<file path="src/rtl/ngg_pkg.sv">
package ngg_pkg;
  localparam int REF_W   = 12;
  localparam int GATES   = 9;
  localparam int LVL_W   = 4;
  localparam int BANDS   = 4;
  localparam int TGT_W   = 3;

  typedef logic [REF_W-1:0]        ref_t;
  typedef logic signed [LVL_W-1:0] lvl_t;
  typedef logic [GATES-1:0]        gate_t;

  // Parabolic half-sine: x*(2^REF_W - x) / 2^(REF_W-2), saturated to full scale
  function automatic ref_t half_sine(input ref_t x);
    logic [REF_W:0]     cx;
    logic [2*REF_W-1:0] prod;
    logic [2*REF_W-1:0] sh;
    cx   = (REF_W+1)'(1 << REF_W) - {1'b0, x};
    prod = {{REF_W{1'b0}}, x} * {{(REF_W-1){1'b0}}, cx};
    sh   = prod >> (REF_W-2);
    if (sh > {{REF_W{1'b0}}, {REF_W{1'b1}}}) return {REF_W{1'b1}};
    return sh[REF_W-1:0];
  endfunction

  // Switch demand for a level; bit i is switch S(i+1)
  function automatic gate_t level_gates(input lvl_t lv, input logic neg);
    gate_t g;
    case (lv)
      4'b0100: g = 9'b010100010;
      4'b0011: g = 9'b010101100;
      4'b0010: g = 9'b011010010;
      4'b0001: g = 9'b010001100;
      4'b1111: g = 9'b100001100;
      4'b1110: g = 9'b100110001;
      4'b1101: g = 9'b101001100;
      4'b1100: g = 9'b101000001;
      default: g = neg ? 9'b100010010 : 9'b010010001;
    endcase
    return g;
  endfunction

  function automatic lvl_t step_toward(input lvl_t cur, input lvl_t tgt);
    if (tgt > cur) return cur + lvl_t'(1);
    if (tgt < cur) return cur - lvl_t'(1);
    return cur;
  endfunction
endpackage

</file>
<file path="src/rtl/ngg_ref_gen.sv">
module ngg_ref_gen
  import ngg_pkg::*;
#(
  parameter int PHASE_W = 16,
  parameter int MI_W    = 8,
  parameter int CAR_DIV = 78
) (
  input  logic               clk,
  input  logic               rst_n,
  input  logic               en,
  input  logic [PHASE_W-1:0] tune,
  input  logic [MI_W-1:0]    mod_idx,
  output logic               smp_stb,
  output ref_t               ref_mag,
  output logic               ref_neg
);
  localparam int PRE_W = (CAR_DIV > 1) ? $clog2(CAR_DIV) : 1;

  logic [PRE_W-1:0]        pre_q;
  logic [PHASE_W-1:0]      phase_q;
  ref_t                    sine_mag;
  logic [REF_W+MI_W-1:0]   scaled;

  assign smp_stb = en && (pre_q == PRE_W'(CAR_DIV-1));

  always_ff @(posedge clk or negedge rst_n) begin
    if (!rst_n) begin
      pre_q   <= '0;
      phase_q <= '0;
    end else if (!en) begin
      pre_q   <= '0;
      phase_q <= '0;
    end else if (smp_stb) begin
      pre_q   <= '0;
      phase_q <= phase_q + tune;
    end else begin
      pre_q   <= pre_q + PRE_W'(1);
    end
  end

  assign sine_mag = half_sine(phase_q[PHASE_W-2 -: REF_W]);
  assign scaled   = {{MI_W{1'b0}}, sine_mag} * {{REF_W{1'b0}}, mod_idx};
  assign ref_mag  = scaled[REF_W+MI_W-1:MI_W];
  assign ref_neg  = phase_q[PHASE_W-1];
endmodule

</file>
<file path="src/rtl/ngg_carrier_bank.sv">
module ngg_carrier_bank
  import ngg_pkg::*;
#(
  parameter int TRI_W = 8
) (
  input  logic             clk,
  input  logic             rst_n,
  input  logic             en,
  input  logic             smp_stb,
  input  ref_t             ref_mag,
  output logic [TGT_W-1:0] tgt_mag
);
  localparam int SH = REF_W - 2 - TRI_W;

  logic [TRI_W:0]     cnt_q;
  logic [TRI_W-1:0]   tri_v;
  logic [2*TRI_W-1:0] sq;
  logic [TRI_W-1:0]   para;
  logic [BANDS-1:0]   above;

  always_ff @(posedge clk or negedge rst_n) begin
    if (!rst_n)       cnt_q <= '0;
    else if (!en)     cnt_q <= '0;
    else if (smp_stb) cnt_q <= cnt_q + (TRI_W+1)'(1);
  end

  assign tri_v = cnt_q[TRI_W] ? ~cnt_q[TRI_W-1:0] : cnt_q[TRI_W-1:0];
  assign sq    = {{TRI_W{1'b0}}, tri_v} * {{TRI_W{1'b0}}, tri_v};
  assign para  = sq[2*TRI_W-1:TRI_W];

  for (genvar k = 0; k < BANDS; k++) begin : g_band
    ref_t carrier;
    assign carrier  = (ref_t'(k) << (REF_W-2)) | (ref_t'(para) << SH);
    assign above[k] = ref_mag > carrier;
  end

  always_comb begin
    tgt_mag = '0;
    for (int k = 0; k < BANDS; k++) tgt_mag = tgt_mag + TGT_W'(above[k]);
  end
endmodule

</file>
<file path="src/rtl/ngg_level_seq.sv">
module ngg_level_seq
  import ngg_pkg::*;
(
  input  logic             clk,
  input  logic             rst_n,
  input  logic             en,
  input  logic             smp_stb,
  input  logic [TGT_W-1:0] tgt_mag,
  input  logic             ref_neg,
  output lvl_t             lvl,
  output logic             pol_neg
);
  lvl_t tmag;
  lvl_t tgt;

  assign tmag = lvl_t'({1'b0, tgt_mag});
  assign tgt  = ref_neg ? -tmag : tmag;

  always_ff @(posedge clk or negedge rst_n) begin
    if (!rst_n) begin
      lvl     <= '0;
      pol_neg <= 1'b0;
    end else if (!en) begin
      lvl     <= '0;
      pol_neg <= 1'b0;
    end else if (smp_stb) begin
      lvl     <= step_toward(lvl, tgt);
      pol_neg <= ref_neg;
    end
  end
endmodule

</file>
<file path="src/rtl/ngg_dead_time.sv">
module ngg_dead_time
  import ngg_pkg::*;
#(
  parameter int DEAD_CYC = 4
) (
  input  logic  clk,
  input  logic  rst_n,
  input  gate_t want,
  output gate_t gate
);
  localparam int CW = (DEAD_CYC > 1) ? $clog2(DEAD_CYC) : 1;

  for (genvar i = 0; i < GATES; i++) begin : g_line
    logic [CW-1:0] cnt_q;
    always_ff @(posedge clk or negedge rst_n) begin
      if (!rst_n) begin
        cnt_q   <= '0;
        gate[i] <= 1'b0;
      end else if (!want[i]) begin
        cnt_q   <= '0;
        gate[i] <= 1'b0;
      end else if (!gate[i]) begin
        if (cnt_q == CW'(DEAD_CYC-1)) gate[i] <= 1'b1;
        else                          cnt_q   <= cnt_q + CW'(1);
      end
    end
  end
endmodule

</file>
<file path="src/rtl/ninelvl_gate_gen.sv">
module ninelvl_gate_gen
  import ngg_pkg::*;
#(
  parameter int PHASE_W  = 16,
  parameter int MI_W     = 8,
  parameter int TRI_W    = 8,
  parameter int CAR_DIV  = 78,
  parameter int DEAD_CYC = 4
) (
  input  logic               clk,
  input  logic               rst_n,
  input  logic               en,
  input  logic [MI_W-1:0]    mod_idx,
  input  logic [PHASE_W-1:0] tune,
  output logic [GATES-1:0]   gate_o,
  output logic [LVL_W-1:0]   level_o
);
  logic             smp_stb;
  ref_t             ref_mag;
  logic             ref_neg;
  logic [TGT_W-1:0] tgt_mag;
  lvl_t             lvl;
  logic             pol_neg;
  gate_t            gate_want;
  gate_t            gate_q;

  ngg_ref_gen #(.PHASE_W(PHASE_W), .MI_W(MI_W), .CAR_DIV(CAR_DIV)) u_ref (
    .clk(clk), .rst_n(rst_n), .en(en), .tune(tune), .mod_idx(mod_idx),
    .smp_stb(smp_stb), .ref_mag(ref_mag), .ref_neg(ref_neg)
  );

  ngg_carrier_bank #(.TRI_W(TRI_W)) u_car (
    .clk(clk), .rst_n(rst_n), .en(en), .smp_stb(smp_stb),
    .ref_mag(ref_mag), .tgt_mag(tgt_mag)
  );

  ngg_level_seq u_lvl (
    .clk(clk), .rst_n(rst_n), .en(en), .smp_stb(smp_stb),
    .tgt_mag(tgt_mag), .ref_neg(ref_neg), .lvl(lvl), .pol_neg(pol_neg)
  );

  assign gate_want = en ? level_gates(lvl, pol_neg) : '0;

  ngg_dead_time #(.DEAD_CYC(DEAD_CYC)) u_dt (
    .clk(clk), .rst_n(rst_n), .want(gate_want), .gate(gate_q)
  );

  assign gate_o  = gate_q;
  assign level_o = lvl;
endmodule

</file>
<file path="config.mk">
export PLATFORM = sky130hd
export DESIGN_NAME = ninelvl_gate_gen
export DESIGN_NICKNAME = d
export VERILOG_FILES = /design/src/rtl/ngg_pkg.sv /design/src/rtl/ngg_ref_gen.sv /design/src/rtl/ngg_carrier_bank.sv /design/src/rtl/ngg_level_seq.sv /design/src/rtl/ngg_dead_time.sv /design/src/rtl/ninelvl_gate_gen.sv
export SDC_FILE = /design/constraint.sdc
export NUM_CORES = 1
export LEC_CHECK = 0
export ABC_AREA = 1
export BUFFER_PORTS_ARGS = -buffer_cell sky130_fd_sc_hd__buf_2
export CAP_MARGIN = 20
export CORE_MARGIN = 3
export CORE_UTILIZATION = 50
export CTS_CLUSTER_SIZE = 24
export DETAILED_ROUTE_END_ITERATION = 8
export GPL_TIMING_DRIVEN = 1
export PLACE_DENSITY = 0.68
export SKIP_CTS_REPAIR_TIMING = 1
export SLEW_MARGIN = 20
export SYNTH_ARGS = -nofsm -noshare
export SYNTH_HDL_FRONTEND = slang
export SYNTH_SLANG_ARGS = --single-unit
</file>
<file path="constraint.sdc">
create_clock -name clk -period 18.9 [get_ports clk]
set_input_delay 0.945 -clock clk [delete_from_list [all_inputs] [get_ports clk]]
set_output_delay 0.945 -clock clk [all_outputs]
set_load 0.01 [all_outputs]
</file>
; ---- Word-level counts from Yosys, hierarchy flattened
; Cells that the tools add are included.
; W data, S select, Z words.
[classes]
add_sub_neg = 19
n_eq_ne = 38
n_lt_le_gt_ge = 7
n_reduce_logical = 11
shifts = 0
n_mux = 83
multipliers = 3
bitwise_logic = 1
div_mod_pow = 0
[op_table]
columns = op, n
row1 = $pmux W9 S8, 1
row2 = $mux W2, 27
row3 = $mux W1, 37
row4 = $mux W9, 4
row5 = $ne A2 B2 Y1 const B, 18
row6 = $mux W16, 2
row7 = $mux W4, 7
row8 = $gt A12 B12 Y1, 2
row9 = $mul A12 B13 Y24, 1
row10 = $mux W12, 2
row11 = $mul A12 B8 Y20, 1
row12 = $reduce_and A2 Y1, 10
row13 = $add A2 B1 Y2 const B, 9
row14 = $eq A2 B2 Y1 const B, 9
row15 = $add A16 B16 Y16, 1
row16 = $eq A4 B4 Y1 const B, 4
row17 = $mul A8 B8 Y16, 1
row18 = $gt A14 B12 Y1 const B, 1
row19 = $mux W7, 2
row20 = $sub A13 B12 Y13 const A, 1
row21 = $gt A12 B10 Y1, 1
row22 = $gt A12 B11 Y1, 1
row23 = $add A9 B1 Y9 const B, 1
row24 = $eq A4 B2 Y1 const B, 2
row25 = 17 further kinds, 17
[word_totals]
reg_bits = 64
romBits = 0
ram_bits = 0
word_cells = 185
latch_bits = 0
n_memories = 0
output_inout_bits = 13
inputBits = 27

; ---- Longest topological paths before layout
[depth]
ltp_word = 23
ltp_mapped = 81
ltp_nobuf = 81

; ---- By module
; From an unflattened synthesis, not the netlist that was laid out.
[hier_totals]
hier_cells = 1950
hier_area_um2 = 14283.7
[modules_own_cells]
columns = mod, seq_area_each_um2, n_inst, cells_per_inst, area_each_um2
row1 = ngg_ref_gen, 575.6, 1, 1338, 9789.4
row2 = ngg_carrier_bank, 225.2, 1, 363, 2593.7
row3 = ngg_dead_time, 675.6, 1, 135, 1204.9
row4 = ngg_level_seq, 125.1, 1, 82, 538.0
row5 = ninelvl_gate_gen, 0.0, 1, 32, 157.7

; ---- Worst setup path before layout
; Ideal clock, no wire load.
[synth_path]
kind = flip-flop to flip-flop
from = register u_ref.phase_q[3]
to = register u_lvl.lvl[2]
period_less_slack_ns = 13.018
slack_ns = 5.882
required_time_ns = 18.767
n_path_buf = 0
path_stages_with_launch = 73
t_arrival_ns = 12.884
setup_ns = 0.133
path_cell_list = dfrtp_1 inv_1 ha_1 nand3_1 nor3_1 nand2_1 nor2_1 nand2_1 nor2_1 ha_1 inv_1 nand2_1 fa_1 inv_1 fa_1 fa_1 fa_1 inv_1 (+37 left out) nor2_1 fa_1 inv_1 ha_1 ha_1 inv_1 ha_1 nand2_1 o21ai_0 ha_1 inv_1 nor2_1 o21ai_0 nand3_1 o21ai_1 nor3_1 o21ai_0 o22ai_1
[synth_between]
elab_chain_len = 19
elab_cells_between_ends = 31
classes_between = add/sub (5) / mul (2) / order compare (7) / eq/ne (1) / mux (15) / reduce/logical (1)
[synth_lines]
columns = item, line
row1 = start: declaration, ngg_ref_gen.sv:20  ; logic [PHASE_W-1:0] phase_q;
row2 = start signal: assignment, ngg_ref_gen.sv:35  ; phase_q <= phase_q + tune;
row3 = $sub A13 B12 Y13, ngg_pkg.sv:17  ; cx = (REF_W+1)'(1 << REF_W) - {1'b0, x};
row4 = $mul A12 B13 Y24 (*), ngg_pkg.sv:18  ; prod = {{REF_W{1'b0}}, x} * {{(REF_W-1){1'b0}}, cx};
row5 = $gt A14 B12 Y1, ngg_pkg.sv:20  ; if (sh > {{REF_W{1'b0}}, {REF_W{1'b1}}}) return {REF_W{1'b1}};
row6 = $mux W1, ngg_pkg.sv:20
row7 = $mux W12 (*), ngg_pkg.sv:21  ; return sh[REF_W-1:0];
row8 = $mul A12 B8 Y20 (*), ngg_ref_gen.sv:42  ; assign scaled = {{MI_W{1'b0}}, sine_mag} * {{REF_W{1'b0}}, mod_idx};
row9 = $gt A12 B10 Y1 / $gt A12 B11 Y1 (equally long branches), ngg_carrier_bank.sv:34  ; assign above[k] = ref_mag > carrier;
row10 = $add A1 B1 Y2, ngg_carrier_bank.sv:39  ; for (int k = 0; k < BANDS; k++) tgt_mag = tgt_mag + TGT_W'(above[k]);
row11 = (+3 left out), n/a
row12 = $mux W4 (*), ngg_level_seq.sv:17  ; assign tgt = ref_neg ? -tmag : tmag;
row13 = $lt A4 B4 Y1 / $gt A4 B4 Y1 (equally long branches), "ngg_pkg.sv:43, ngg_pkg.sv:42"
row14 = "$mux W1, on equally long branches", "ngg_pkg.sv:43, ngg_pkg.sv:42"
row15 = "$mux W1, on equally long branches", "ngg_pkg.sv:43, ngg_level_seq.sv:26"
row16 = "$mux W1, on equally long branches", "ngg_level_seq.sv:26, ngg_level_seq.sv:23"
row17 = $mux W1 / $mux W4 (equally long branches), "ngg_level_seq.sv:23, ngg_pkg.sv:43"
row18 = $ne A3 B1 Y1 (no line) / $mux W4 (equally long branches), n/a
row19 = $reduce_and A2 Y1 (no line) / $mux W4 (equally long branches), n/a
row20 = end signal: assignment, ngg_level_seq.sv:27  ; lvl <= step_toward(lvl, tgt);
row21 = end: declaration, ngg_level_seq.sv:10  ; output lvl_t lvl,
; Mark *: on every way between the ends. The rest lies on a longest branch, timed or not. The select of a mux whose other input is x is not followed.
; A chain may end at the register's enable or synchronous reset.

; ---- Worst setup path in the final report
; Same ends and word-level chain as after synthesis.

==> key figures <==
Outcome
  • Status: completed

Global route
  • Global-route wire length before repair: 52,200 µm
  • Vias in the first global route: 11,349
  • GRT Total Usage: 0.215
  • Initial antenna violation count: 0
  • Total grt overflow: 0
  • Largest net degree at the start of global routing: 65

Yosys
  • Multiplexer area fraction after synthesis: 0
  • YS warnings: 0
  • Seq/Total Area, Yosys: 0.118
  • Avg Cell Area, Syn: ~7.6 µm²
  • Top_reg_cell synth: dfrtp_1
  • Share of the synthesized area in the top cell type: 0.282
  • Largest family of logic cells by synthesized area: adder cells
  • Fraction of the mapped netlist area in simple logic gates: 0.192
  • Post-Syn Area: 13,600 µm²
  • Post-Synth Adder-Cell Area: 0.448
  • Post-synth EDFFs: 0
  • Ranking of synthesized cells by area: fa_1 28%, ha_1 17%, inv_1 13%, dfrtp_1 12%, nand2_1 10%
  • Syn Inst Count: between 1,500 and 2,000
  • Synth area leader: fa_1
  • Top cells by count, synth: 459 x inv_1, 375 x nand2_1, 192 x fa_1
  • XOR/XNOR Fraction of Synth Area: 0.0373
  • Count leader, synth: inv_1
  • Compound-cell area share of the yosys netlist: 0.0689
  • Post-synth cell types: 42
  • Async S/R FF share, synth: 1.00
  • Yosys reg bits: 64

Worst hold path
  • Worst Hold Class: reg -> reg
  • Hold Path Origin: u_ref.pre_q[0]$_DFF_PN0_

Worst setup path
  • Crit path required time: 19.10 ns
  • Crit path launch type: flop
  • Critical Path Most Common Cell: nand2_1
  • Crit-path leading delay family: adder cells
  • Critical path class: reg -> reg
  • Critical Path AT: 15.09 ns
  • CP Buf/Inv Count: 14
  • Critical path fanouts, max: 25
  • Slowest Stage Delay on Critical Path: slightly below 0.9 ns
  • Crit path from: u_ref.phase_q[3]$_DFFE_PN0P_
  • CP max stage cell: dfrtp_1
  • RR Startpoint: u_ref.phase_q[3]$_DFFE_PN0P_
  • Worst setup EP type: flop

Floorplan
  • Starting density of the core: 0.516
  • IO Pins: 40
  • Core Area: approximately 26,000 µm²
  • Chip Width: 171 µm
  • Row count: between 50 and 60
  • Die Ht: ~170 µm
  • Die outline area: 29,300 µm²

Detailed routing
  • Routed vias: 10,979
  • WL/cell: 13.6 µm
  • Vias/cell: 5.06
  • Routed WL: 29,500 µm
  • Pre-antenna DRT Iters: 6
  • Initial DRC Count: 843
  • Routed Antenna Nets: 0
  • DRC: 0

Clock network
  • CTS sink count: 64
  • Clock buffer count from CTS: 9
  • Worst skew pair latency: 0.33 ns
  • Root Driver: clkbuf_16
  • CTS Buffer Depth: 2
  • CTS clk-pin slew, worst paths: 0.05 ns
  • CTS tree: yes
  • H-tree depth: 3

STA
  • Max-slew violation total from the final report: 0
  • Final hold violation count: 0
  • Fin crit period: 14.89 ns
  • Setup Skew: 0.00522 ns
  • Final Cycle Share: 0.788
  • Setup TNS: 0 ns
  • Setup ws final: between 4 and 5 ns
  • RSZ-0062 raised after global routing: no
  • Max Clk Rate: 67.2 MHz
  • Endpoints failing setup: 0
  • Worst-Margin Slew: 0.887 ns
  • Max-slew headroom: 0.404

Place
  • Dpl cell area: about 14,000 µm²
  • # port buffers: 39
  • Placed cells: 2,155
  • Final Wtd Congestion: 0.901
  • Placement Setup Slack: 4.10 ns
  • Dpl hpwl: 25,000 µm

Power and ir drop
  • Clock network power share: 0.106
  • Switching share of total power: 0.530
  • Pwr Density: 127 nW/µm²
  • Leak: 8.50 nW
  • Flop pwr share: 0.082
  • Maximum vdd ir drop: 200 µV
  • Internal Power: 0.866 mW
  • Logic pwr share: 0.812
  • Net Switching: 0.977 mW

Job
  • Max cap viols: 0

Layout
  • Final nets: 2,231
  • Non-Filler Instances: 2,171
  • Post-layout instance area: roughly 15,000 µm²
  • Ant diodes: 0
  • Layout cells sized above 1: 0.0430
  • Syn-to-layout area delta: 6.64%
==> placed cells by master (no fill, tap or decap), types with 8 or more instances in the layout <==
master | Yosys | routed
nand3_1 | 26 | 26
conb_1 | 2 | 9
nand4_1 | 8 | 8
o21ai_0 | 44 | 44
nor3_1 | 30 | 30
a21oi_1 | 72 | 72
buf_2 | 0 | 39
fa_1 | 192 | 192
xor2_1 | 31 | 31
nand2_1 | 375 | 375
clkbuf_16 | 0 | 9
a31oi_1 | 11 | 11
dfrtp_1 | 64 | 64
ha_1 | 181 | 181
inv_1 | 459 | 459
xnor2_1 | 27 | 27
nor2_1 | 181 | 181
o22ai_1 | 9 | 9
==> sequential cells by signal, summed over array words and instances (netlist names) <==
signal / cells
u_dt.gate: 9
u_lvl.pol_neg: 1
u_ref.pre_q: 7
u_ref.phase_q: 16
u_lvl.lvl: 4
u_dt.g_line.cnt_q: 18
u_car.cnt_q: 9
==> power groups by stage <==
stage                     clock (mW)  combinational [mW]  sequential, mW
after floorplan                    0                1.19           0.152
after global placement             0                1.47           0.153
after detailed placement           0                1.50           0.153
after CTS                      0.201                1.51           0.151
after global routing           0.206                1.78           0.152
final                          0.196                1.50           0.151
==> routing by layer <==
layer / part of all wire / vias to the layer above / track usage
met5: 0 / - / 0
li1: - / 5464 / -
met4: 0.021 / 0 / 0.0528
met1: 0.47 / 5206 / 0.296
met3: 0.047 / 57 / 0.0287
met2: 0.46 / 252 / 0.363
==> cell type report <==
type,count,area (µm²)
fill,2498,11900
clock inverter,6,115
timing repair buffer,40,203
clock buffer,10,239
multi-input combinational,1251,10200
tap,335,419
sequential,64,1600
inverter,465,1750
==> cells by family after synthesis <==
family	count (synthesis)
XOR/XNOR	58
adder cells (fa/ha/maj)	373
AND/OR/NAND/NOR	645
other	2
buffers and inverters	489
flip-flops	64
AO/OA/AOI/OAI	166
==> stage by stage <==
step | total power [mW] | hold WS, ns | utilization
after global placement | 1.62 | 0.476 | 0.537
after global routing | 2.14 | 0.540 | 0.550
after floorplan | 1.34 | 0.457 | -
after CTS | 1.86 | 0.509 | 0.550
final | 1.84 | 0.510 | 0.550
after detailed placement | 1.65 | 0.490 | 0.537
==> worst paths after layout <==
check                                                            to  slack [ns]  depth (start not counted)
max in group asynchronous              u_ref.phase_q[4]$_DFFE_PN0P_       17.58                          2
worst max register to register             u_lvl.lvl[2]$_DFFE_PN0P_        4.01                         76
worst min-delay path                       u_ref.pre_q[0]$_DFF_PN0_        0.51                          1
worst max-delay path                       u_lvl.lvl[2]$_DFFE_PN0P_        4.01                         76
worst min register to register             u_ref.pre_q[0]$_DFF_PN0_        0.51                          1
min in group asynchronous       u_dt.g_line[3].cnt_q[1]$_DFFE_PN0P_        0.79                          2
(Power assumes the default switching activity.)
